`src/rtl/msix_vec_pkg.sv`:
```
package msix_vec_pkg;

  typedef enum logic [1:0] {
    FLD_ADDR_LO = 2'd0,
    FLD_ADDR_HI = 2'd1,
    FLD_DATA    = 2'd2,
    FLD_CTRL    = 2'd3
  } vec_field_e;

  typedef struct packed {
    logic [31:0] addr_lo;
    logic [31:0] addr_hi;
    logic [31:0] data;
    logic        masked;
  } vec_entry_t;

  typedef struct packed {
    logic [63:0] addr;
    logic [31:0] data;
    logic        hdr4;
  } wr_req_t;

  // a non-zero upper word needs the long (four-dword) header
  function automatic logic wants_4dw(input logic [31:0] hi);
    return (hi != 32'd0);
  endfunction

  function automatic logic [31:0] dword_aligned(input logic [31:0] lo);
    return {lo[31:2], 2'b00};
  endfunction

  function automatic logic [31:0] ctrl_word(input logic masked);
    return {31'd0, masked};
  endfunction

  function automatic logic [31:0] field_of(input vec_entry_t e, input vec_field_e f);
    logic [31:0] r;
    case (f)
      FLD_ADDR_LO: r = e.addr_lo;
      FLD_ADDR_HI: r = e.addr_hi;
      FLD_DATA:    r = e.data;
      default:     r = ctrl_word(e.masked);
    endcase
    return r;
  endfunction

  function automatic wr_req_t make_req(input vec_entry_t e);
    wr_req_t r;
    r.addr = {e.addr_hi, dword_aligned(e.addr_lo)};
    r.data = e.data;
    r.hdr4 = wants_4dw(e.addr_hi);
    return r;
  endfunction

endpackage

```
`src/rtl/msix_vec_table.sv`:
```
module msix_vec_table
  import msix_vec_pkg::*;
#(
  parameter int unsigned NUM_VEC = 8,
  parameter int unsigned IDX_W   = 3,
  parameter int unsigned AW      = 8
)(
  input  logic               clk,
  input  logic               rst_n,
  input  logic               wr_en,
  input  logic [AW-1:0]      wr_addr,
  input  logic [31:0]        wr_data,
  input  logic               rd_en,
  input  logic [AW-1:0]      rd_addr,
  output logic [31:0]        rd_data,
  input  logic [NUM_VEC-1:0] pend,
  input  logic [IDX_W-1:0]   lk_idx,
  output vec_entry_t         lk_entry,
  output logic [NUM_VEC-1:0] mask_vec
);
  localparam int unsigned TBL_AW    = AW - 1;
  localparam int unsigned PBA_WORDS = (NUM_VEC + 31) / 32;
  localparam int unsigned WSEL_W    = TBL_AW - 2;

  vec_entry_t ent_arr [NUM_VEC];

  logic             wr_tbl;
  logic [IDX_W-1:0] wr_idx;
  vec_field_e       wr_fld;
  assign wr_tbl = wr_en && !wr_addr[AW-1];
  assign wr_idx = wr_addr[TBL_AW-1:4];
  assign wr_fld = vec_field_e'(wr_addr[3:2]);

  // byte lanes inside a dword carry no meaning on this port
  logic unused_lsb;
  assign unused_lsb = ^{wr_addr[1:0], rd_addr[1:0]};

  for (genvar g = 0; g < NUM_VEC; g++) begin : g_ent
    vec_entry_t ent_q;
    logic       hit;
    assign hit = wr_tbl && (wr_idx == IDX_W'(g));

    always_ff @(posedge clk or negedge rst_n) begin
      if (!rst_n) begin
        ent_q <= '{addr_lo: '0, addr_hi: '0, data: '0, masked: 1'b1};
      end else if (hit) begin
        case (wr_fld)
          FLD_ADDR_LO: ent_q.addr_lo <= dword_aligned(wr_data);
          FLD_ADDR_HI: ent_q.addr_hi <= wr_data;
          FLD_DATA:    ent_q.data    <= wr_data;
          default:     ent_q.masked  <= wr_data[0];
        endcase
      end
    end

    assign ent_arr[g]  = ent_q;
    assign mask_vec[g] = ent_q.masked;
  end

  // lookup for the arbiter's winner
  always_comb begin
    lk_entry = ent_arr[0];
    for (int e = 1; e < NUM_VEC; e++) begin
      if (lk_idx == IDX_W'(e)) lk_entry = ent_arr[e];
    end
  end

  // register read path
  logic [PBA_WORDS*32-1:0] pend_pad;
  logic [IDX_W-1:0]        rd_idx;
  logic [WSEL_W-1:0]       rd_word;
  logic [31:0]             rd_mux;
  assign pend_pad = (PBA_WORDS*32)'(pend);
  assign rd_idx   = rd_addr[TBL_AW-1:4];
  assign rd_word  = rd_addr[TBL_AW-1:2];

  always_comb begin
    rd_mux = '0;
    if (rd_addr[AW-1]) begin
      for (int w = 0; w < PBA_WORDS; w++) begin
        if (rd_word == WSEL_W'(w)) rd_mux = pend_pad[w*32 +: 32];
      end
    end else begin
      for (int e = 0; e < NUM_VEC; e++) begin
        if (rd_idx == IDX_W'(e)) rd_mux = field_of(ent_arr[e], vec_field_e'(rd_addr[3:2]));
      end
    end
  end

  always_ff @(posedge clk or negedge rst_n) begin
    if (!rst_n)     rd_data <= '0;
    else if (rd_en) rd_data <= rd_mux;
  end

  // the pending region is never a write target
  a_r4_pba_write_ignored: assert property (@(posedge clk) disable iff (!rst_n)
    wr_en && wr_addr[AW-1] |=> $stable(mask_vec));

endmodule

```
`src/rtl/msix_pend_arb.sv`:
```
module msix_pend_arb #(
  parameter int unsigned NUM_VEC = 8,
  parameter int unsigned IDX_W   = 3
)(
  input  logic               clk,
  input  logic               rst_n,
  input  logic [NUM_VEC-1:0] req,
  input  logic [NUM_VEC-1:0] mask_vec,
  input  logic               func_mask,
  input  logic               slot_free,
  output logic [NUM_VEC-1:0] pend,
  output logic               grant_vld,
  output logic [IDX_W-1:0]   grant_idx
);
  logic [NUM_VEC-1:0] pend_q;
  logic [NUM_VEC-1:0] eligible;
  logic [NUM_VEC-1:0] grant_oh;
  logic [NUM_VEC-1:0] clr;

  assign eligible = func_mask ? '0 : (pend_q & ~mask_vec);
  // isolate lowest set bit: ascending service order
  assign grant_oh = eligible & (~eligible + NUM_VEC'(1));
  assign grant_vld = slot_free && (|eligible);
  assign clr       = grant_vld ? grant_oh : '0;

  always_comb begin
    grant_idx = '0;
    for (int v = NUM_VEC - 1; v >= 0; v--) begin
      if (eligible[v]) grant_idx = IDX_W'(v);
    end
  end

  // a request arriving with the issue re-arms the bit
  always_ff @(posedge clk or negedge rst_n) begin
    if (!rst_n) pend_q <= '0;
    else        pend_q <= (pend_q & ~clr) | req;
  end

  assign pend = pend_q;

  // the bit of a vector just loaded is clear unless re-requested
  a_r8_pend_clear: assert property (@(posedge clk) disable iff (!rst_n)
    grant_vld && !req[grant_idx] |=> !pend_q[$past(grant_idx)]);

  // a request always leaves its bit set
  a_r11_req_marks: assert property (@(posedge clk) disable iff (!rst_n)
    (|req) |=> (|pend_q));

endmodule

```
`src/rtl/msix_tx_stage.sv`:
```
module msix_tx_stage
  import msix_vec_pkg::*;
(
  input  logic    clk,
  input  logic    rst_n,
  input  logic    load,
  input  wr_req_t req_in,
  input  logic    tx_ready,
  output logic    tx_valid,
  output wr_req_t held,
  output logic    slot_free
);
  always_ff @(posedge clk or negedge rst_n) begin
    if (!rst_n) begin
      tx_valid <= 1'b0;
      held     <= '0;
    end else if (load) begin
      tx_valid <= 1'b1;
      held     <= req_in;
    end else if (tx_ready) begin
      tx_valid <= 1'b0;
    end
  end

  assign slot_free = !tx_valid || tx_ready;

  a_r8_hold_stable: assert property (@(posedge clk) disable iff (!rst_n)
    tx_valid && !tx_ready |=> tx_valid && $stable(held));

  a_r7_hdr_match: assert property (@(posedge clk) disable iff (!rst_n)
    tx_valid |-> (held.hdr4 == (held.addr[63:32] != 32'd0)));

  a_r3_dword_align: assert property (@(posedge clk) disable iff (!rst_n)
    tx_valid |-> (held.addr[1:0] == 2'b00));

endmodule

```
`src/rtl/msix_vec_engine.sv`:
```
module msix_vec_engine
  import msix_vec_pkg::*;
#(
  parameter  int unsigned NUM_VEC = 8,
  localparam int unsigned IDX_W   = $clog2(NUM_VEC),
  localparam int unsigned AW      = IDX_W + 5
)(
  input  logic               clk,
  input  logic               rst_n,
  input  logic               func_mask,
  input  logic [NUM_VEC-1:0] irq_req,
  input  logic               reg_wr,
  input  logic               reg_rd,
  input  logic [AW-1:0]      reg_addr,
  input  logic [31:0]        reg_wdata,
  output logic [31:0]        reg_rdata,
  output logic [10:0]        table_size,
  output logic               tx_valid,
  input  logic               tx_ready,
  output logic [63:0]        tx_addr,
  output logic [31:0]        tx_data,
  output logic               tx_hdr4
);
  logic [NUM_VEC-1:0] pend;
  logic [NUM_VEC-1:0] mask_vec;
  logic               grant_vld;
  logic [IDX_W-1:0]   grant_idx;
  logic               slot_free;
  vec_entry_t         lk_entry;
  wr_req_t            next_req;
  wr_req_t            held;

  assign table_size = 11'(NUM_VEC - 1);

  msix_vec_table #(.NUM_VEC(NUM_VEC), .IDX_W(IDX_W), .AW(AW)) u_table (
    .clk      (clk),
    .rst_n    (rst_n),
    .wr_en    (reg_wr),
    .wr_addr  (reg_addr),
    .wr_data  (reg_wdata),
    .rd_en    (reg_rd),
    .rd_addr  (reg_addr),
    .rd_data  (reg_rdata),
    .pend     (pend),
    .lk_idx   (grant_idx),
    .lk_entry (lk_entry),
    .mask_vec (mask_vec)
  );

  msix_pend_arb #(.NUM_VEC(NUM_VEC), .IDX_W(IDX_W)) u_arb (
    .clk       (clk),
    .rst_n     (rst_n),
    .req       (irq_req),
    .mask_vec  (mask_vec),
    .func_mask (func_mask),
    .slot_free (slot_free),
    .pend      (pend),
    .grant_vld (grant_vld),
    .grant_idx (grant_idx)
  );

  assign next_req = make_req(lk_entry);

  logic unused_mask_bit;
  assign unused_mask_bit = lk_entry.masked;

  msix_tx_stage u_tx (
    .clk       (clk),
    .rst_n     (rst_n),
    .load      (grant_vld),
    .req_in    (next_req),
    .tx_ready  (tx_ready),
    .tx_valid  (tx_valid),
    .held      (held),
    .slot_free (slot_free)
  );

  assign tx_addr = held.addr;
  assign tx_data = held.data;
  assign tx_hdr4 = held.hdr4;

  // a masked vector is never the one loaded
  a_r5_masked_never_sent: assert property (@(posedge clk) disable iff (!rst_n)
    grant_vld |-> !mask_vec[grant_idx] && !func_mask);

  a_r12_fmask_no_load: assert property (@(posedge clk) disable iff (!rst_n)
    func_mask && !tx_valid |=> !tx_valid);

endmodule

```
`config.mk`:
```
export PLATFORM = sky130hd
export DESIGN_NAME = msix_vec_engine
export DESIGN_NICKNAME = d
export VERILOG_FILES = /design/src/rtl/msix_vec_pkg.sv /design/src/rtl/msix_vec_table.sv /design/src/rtl/msix_pend_arb.sv /design/src/rtl/msix_tx_stage.sv /design/src/rtl/msix_vec_engine.sv
export SDC_FILE = /design/constraint.sdc
export NUM_CORES = 2
export LEC_CHECK = 0
export CORE_MARGIN = 2
export CORE_UTILIZATION = 60
export CTS_BUF_LIST = sky130_fd_sc_hd__clkbuf_16
export DETAILED_ROUTE_END_ITERATION = 6
export GPL_ROUTABILITY_DRIVEN = 0
export MAX_ROUTING_LAYER = met4
export PLACE_DENSITY = 0.79
export SLEW_MARGIN = 15
export SYNTH_ARGS = -nofsm -noshare
export SYNTH_HDL_FRONTEND = slang
export SYNTH_SLANG_ARGS = --single-unit
export TNS_END_PERCENT = 20
```
`constraint.sdc`:
```
create_clock -name clk -period 3.1 [get_ports clk]
set_clock_uncertainty 0.15 [all_clocks]
set_input_delay 0.465 -clock clk [delete_from_list [all_inputs] [get_ports clk]]
set_output_delay 0.465 -clock clk [all_outputs]
set_load 0.01 [all_outputs]
```
==> Word level (Yosys, flattened, before mapping) <==
Cells that the tools add are included.
{ "word_totals": {"reg_bits": 896, "inputBits": 54, "output_inout_bits": 141, "word_cells": 152} }
{ "op_classes": {"addsub": 1, "eq_ne": 16, "muxes": 37, "bitwise_logic": 8, "reduce_logical": 52} }
{ "op_table": {"columns": ["operator", "n"], "rows": [
  ["case mux 32 bit (3 select lines)", 8],
  ["2-to-1 mux 97 bit", 7],
  ["2-to-1 mux 32 bit", 9],
  ["AND reduction 2 bit", 32],
  ["nonzero test 32 bit", 1],
  ["bitwise AND 8 bit", 3],
  ["== test 3 bit (second input constant)", 8],
  ["2-to-1 mux 3 bit", 8],
  ["2-to-1 mux 8 bit", 3],
  ["inverter 8 bit", 3],
  ["== test 3 x 2 -> 1 bit (second input constant)", 4],
  ["logical AND 1 bit", 10],
  ["adder 8 x 1 -> 8 bit (second input constant)", 1],
  ["bitwise OR 8 bit", 1],
  ["OR reduction 8 bit", 1],
  ["== test 3 x 1 -> 1 bit (second input constant)", 2],
  ["zero test 5 bit", 1],
  ["zero test 3 bit", 1],
  ["OR reduction 3 bit", 1],
  ["== test 2 x 1 -> 1 bit (second input constant)", 1],
  ["== test 2 bit (second input constant)", 1],
  ["zero test 1 bit", 2],
  ["zero test 2 bit", 1],
  ["2-to-1 mux 1 bit", 2],
  ["3 further kinds", 3]
]} }

==> Depth between registers and ports, before layout <==
{ "depth": {"ltp_word": 20, "mapped_depth": 13, "ltp_nobuf": 9} }

==> Hierarchy <==
A second synthesis with hierarchy kept.
{ "hier_totals": {"hier_cells": 4081, "hier_area_um2": 47042.6} }
{ "modules_own_cells": {"columns": ["mod", "instances", "cells_each", "area_per_inst_um2", "seq_area_each_um2"], "rows": [
  ["msix_vec_table", 1, 3793, 42648.4, 19829.0],
  ["msix_tx_stage", 1, 208, 3708.6, 2452.4],
  ["msix_pend_arb", 1, 56, 520.5, 200.2],
  ["msix_vec_engine", 1, 24, 165.2, 0.0]
]} }

==> Worst setup path after synthesis <==
Ideal clock, no wire load.
{ "synth_path": {"path_type": "input to register", "start": "in reg_addr[2]", "end": "reg u_table.rd_data[27]", "setup_ps": 141, "arrival_time_ps": 2362, "required_ps": 2809, "slack_ps": 447, "cell_stages": 8, "path_buffers": 2, "cell_sequence": "buf_2 -> buf_1 -> mux2_2 -> a221oi_1 -> o22ai_1 -> a221o_1 -> a222oi_1 -> o22ai_1"} }
{ "synth_via": {"elab_chain_len": 11, "elab_cells_between_ends": 20, "classes_between": "eq/ne: 2; mux: 17; reduce/logical: 1"} }
{ "synth_lines": {"columns": ["item", "line", "text"], "rows": [
  ["start, declared", "msix_vec_engine.sv:14", "input logic [AW-1:0] reg_addr,"],
  ["== test 2 bit (tied with other cells)", "msix_vec_pkg.sv:38", "case (f)"],
  ["case mux 32 bit (3 select lines)", "msix_vec_pkg.sv:38", null],
  ["2-to-1 mux 32 bit (7 in a row)", "msix_vec_table.sv:85", "if (rd_idx == IDX_W'(e)) rd_mux = field_of(ent_arr[e], vec_field_e'(rd_addr[3:2]));"],
  ["2-to-1 mux 32 bit *", "msix_vec_table.sv:85", null],
  ["2-to-1 mux 32 bit *", "msix_vec_table.sv:79", "if (rd_addr[AW-1]) begin"],
  ["end signal, assigned", "msix_vec_table.sv:92", "else if (rd_en) rd_data <= rd_mux;"],
  ["end, declared", "msix_vec_table.sv:15", "output logic [31:0] rd_data,"]
]} }
Every way passes the cells marked *; elsewhere a longest branch is shown, timed or not.
A chain may end at the register's enable or synchronous reset.

==> Final worst setup path <==
{ "layout_path": {"start": "reg u_table.g_ent[0].ent_q, in the netlist u_table.mask_vec[0]", "end": "reg, netlist name u_tx.held[0]"} }
{ "layout_via": {"elab_chain_len": 13, "elab_cells_between_ends": 21, "classes_between": "eq/ne: 7; mux: 9; bitwise: 2; reduce/logical: 3"} }
{ "layout_lines": {"columns": ["item", "line", "text"], "rows": [
  ["start, declared", "msix_vec_table.sv:39", "vec_entry_t ent_q;"],
  ["start signal, assigned", "msix_vec_table.sv:45", "ent_q <= '{addr_lo: '0, addr_hi: '0, data: '0, masked: 1'b1};"],
  ["inverter 8 bit *", "msix_pend_arb.sv:20", "assign eligible = func_mask ? '0 : (pend_q & ~mask_vec);"],
  ["bitwise AND 8 bit *", "msix_pend_arb.sv:20", null],
  ["2-to-1 mux 8 bit *", "msix_pend_arb.sv:20", null],
  ["2-to-1 mux 3 bit", "msix_pend_arb.sv:29", "if (eligible[v]) grant_idx = IDX_W'(v);"],
  ["== test 3 x 1 -> 1 bit", "msix_vec_table.sv:64", "if (lk_idx == IDX_W'(e)) lk_entry = ent_arr[e];"],
  ["2-to-1 mux 97 bit (7 in a row)", "msix_vec_table.sv:64", null],
  ["nonzero test 32 bit", "msix_vec_pkg.sv:25", "return (hi != 32'd0);"]
]} }
Marks and branches as above.

==> reports/qor.yml <==
synthesis:
  netlist_instances: 4232
  synth_xor_area_share_pct: 0
  synth_top_area_share_pct: 47.7
  synth_largest_area_cell: "dfrtp_1"
  synthTopCellsByCount: "dfrtp_1 (888), mux2_2 (835), a21oi_1 (407), mux2i_1 (248), nand2_1 (248)"
  synth_most_common_cell: "dfrtp_1"
  muxShareOfSynthArea_pct: 25.6
  synth_edf_count: 0
  synth-async-reset-ratio_pct: 100
  synth-seq-cells: 896
  synth_area_per_cell_um2: 11.0
  ys_seq_area_share_pct: 48.2
  yosysUniqueCellTypes: 71
  ys.warnings.count: 0
  synth.area.top_cells: "dfrtp_1 (48%), mux2_2 (20%), mux2i_1 (5.3%)"
  synthAdderAreaFrac_pct: 0
  synthSimpleGateAreaFrac_pct: 5.58
  netlist_area_um2: 46600
  synth-main-ff-cell: "dfrtp_1"
  synth_compound_area_share_pct: 16.4
  synth_top_family_by_area: "multiplexers"
sta:
  finalHoldViolCount: 0
  max_slew.worst_pin.slew_ns: 1.33
  setup_tns_ns: -0.277
  setup_viol_count_final: 5
  max_freq_mhz: 308
  period_share_pct: 105
  rsz0062_at_grt: "true"
  slew_violations: 0
  fin_crit_ns: 3.25
  whs_ns: 0.188
  slew_headroom_pct: 10.9
  fin_ws_ns: -0.148
global_route:
  grt_usage_pct: 45.6
  grt_max_degree: 89
  grt_overflow: 0
  grt_pass1_vias: 40700
  grt_pass1_wl_um: 261000
  antenna_found_initial: 15
pwr:
  power.static_leakage_uw: 0.0265
  ir_drop_mv: 0.518
  powerDensity_nw_per_um2: 585
layout:
  nets: 4648
  stdcell_area_um2: 56200
  fillCellCount: 5185
  drive_gt1_share_pct: 34.3
  syn_to_final_growth_pct: 20.7
worst_setup_path:
  critPathCaptureType: "register"
  worstPathArrival_ns: 3.68
  start_kind: "register"
  crit_required_ns: 3.53
  reg2reg_to: "u_tx.held[0]"
  r2r_start: "u_table.mask_vec[0]"
  path_max_fanout: 10
  critPathKind: "register to register"
  worst-r2r-cell-count: 12
  ff2ff_setup_slack_ns: -0.15
route:
  drc_errors: 0
  vias: 41300
  drt-total-wl_um: 177000
  ant_nets: 0
  drt-wirelength-per-cell_um: 31.0
  drt_iter0_drc: 6781
  vias_per_cell: 7.21
  dr.pass1.iters: 7
placed_design:
  place_ws_ns: -0.668
  portBuffers: 179
  dp_hpwl_um: 119000
  place_area_um2: 52700
clock_tree:
  cts_tree: "done"
  cts.sinks: 896
  cts_root_buf: "clkbuf_16"
  numCtsBuffers: 92
  cts_htree_levels: 3
  cts_buffer_depth: 3
  clk_pin_slew_ns: 0.06
  insertion_delay_ns: 0.73
die:
  die-area_um2: 79800
  die_w_um: 283
  start_util_pct: 60.4
  core_area_um2: 77100
  ioPinCount: 195
  rows: 102
  die_h_um: 283
run_status:
  violations: "setup timing"
  status: "complete, but fails checks"
worst_hold_path:
  hold_start: "reg_rd"
  hold_path_end: "u_table.rd_data[26]"
  min_path_type: "input port to register"
  hold_depth: 2
flow_run:
  drv_cap: 0
-- layout by cell type, fill, tap and decap left out, types with 9 or more instances in the layout --
| cell type | count |
|---|---|
| dfrtp_1 | 888 |
| mux2_2 | 835 |
| buf_4 | 408 |
| a21oi_1 | 394 |
| mux2i_1 | 247 |
| o21ai_0 | 238 |
| nand2_1 | 223 |
| nor2_1 | 213 |
| clkdlybuf4s50_1 | 172 |
| clkbuf_16 | 92 |
| a221oi_1 | 85 |
| buf_12 | 82 |
| a211oi_1 | 76 |
| o22ai_1 | 74 |
| o211ai_1 | 69 |
| a211o_1 | 64 |
| inv_1 | 41 |
| a222oi_1 | 32 |
| o21ai_1 | 30 |
| nand2_2 | 25 |
| clkinv_1 | 22 |
| nor3_1 | 21 |
| o221ai_1 | 21 |
| diode_2 | 18 |
| nand2b_1 | 18 |
| a22oi_1 | 18 |
| buf_6 | 18 |
| clkinv_2 | 17 |
| conb_1 | 13 |
| o31ai_1 | 12 |
| a21oi_2 | 12 |
| nand4_1 | 11 |
| nand3_1 | 9 |
| a21o_1 | 9 |
| bufinv_16 | 9 |
| clkinvlp_4 | 9 |
-- power breakdown --
group / switching [µW] / internal (µW)
sequential: 1510 / 13300
clock: 5040 / 6190
combinational: 3570 / 3320
total: 10100 / 22800
-- worst max-delay path, cell delays in order, from the launching register on --
cell,delay [ns]
dfstp_2,0.54
buf_4,0.11
and2b_4,0.21
nor3_4,0.21
buf_6,0.19
nand4_4,0.15
buf_12,0.21
buf_4,0.15
nor2_1,0.46
a31o_1,0.22
nand4_1,0.14
nor4_2,0.26
a31oi_1,0.10
-- per-stage QoR --
stage / util, % / power, µW / instances
after floorplan: - / 18000 / 4243
after global placement: 68.4 / 21100 / 5524
after detailed placement: 68.4 / 21300 / 5524
after CTS: 72.5 / 32400 / 5701
after global routing: 72.9 / 33800 / 5726
final: 72.9 / 32900 / 5729
-- worst max path at each step --
stage / startpoint / end / slack [ns] / cells after the start
floorplan: reg_addr[2] / u_table.rd_data[27] / 0.45 / 8
global placement: func_mask / u_tx.held[0] / -0.66 / 15
CTS: u_table.mask_vec[0] / u_tx.held[0] / -0.11 / 11
global route: u_table.mask_vec[0] / u_tx.held[0] / -0.16 / 14
detailed placement: func_mask / u_tx.held[0] / -0.67 / 14
finish: u_table.mask_vec[0] / u_tx.held[0] / -0.15 / 12
-- routing by layer --
layer  vias up  share of wire (%)  track usage, %
li1      16400                  -               -
met1     20300                 34            53.8
met2      3543                 42            63.7
met3      1112                 14            15.7
met4         0                9.9            35.3
met5         -                  0               -
-- flip-flops by register name, summed over array words and instances, names as in the netlist --
signal            cells
u_arb.pend            8
u_table.ent_arr     752
u_table.mask_vec      8
u_table.rd_data      32
u_tx.held            95
u_tx.tx_valid         1
-- cell families after synthesis --
kind of cell | count (synthesis)
AO/OA/AOI/OAI | 1207
buffers and inverters | 459
flip-flops | 896
multiplexers | 1086
other | 2
AND/OR/NAND/NOR | 582
-- cell type report --
| type | instances | area [µm²] | share of cell area, % |
|---|---|---|---|
| sequential | 896 | 22400 | 39.9 |
| antenna | 18 | 45.0 | 0.0802 |
| tap | 1040 | 1300 | 2.32 |
| timing repair buffer | 688 | 6740 | 12.0 |
| clock buffer | 92 | 2300 | 4.10 |
| multi-input combinational | 2888 | 22600 | 40.2 |
| inverter | 28 | 105 | 0.187 |
| clock inverter | 79 | 673 | 1.20 |
-- repair_timing --
action,CTS,global route
cloned,3,0
setup endpoints to repair,56,64
endpoints found under the hold margin,48,0
pin swaps,7,14
setup buffers,2,10
hold buffers,1,0
gates resized for setup,25,44
(Power assumes the default switching activity.)
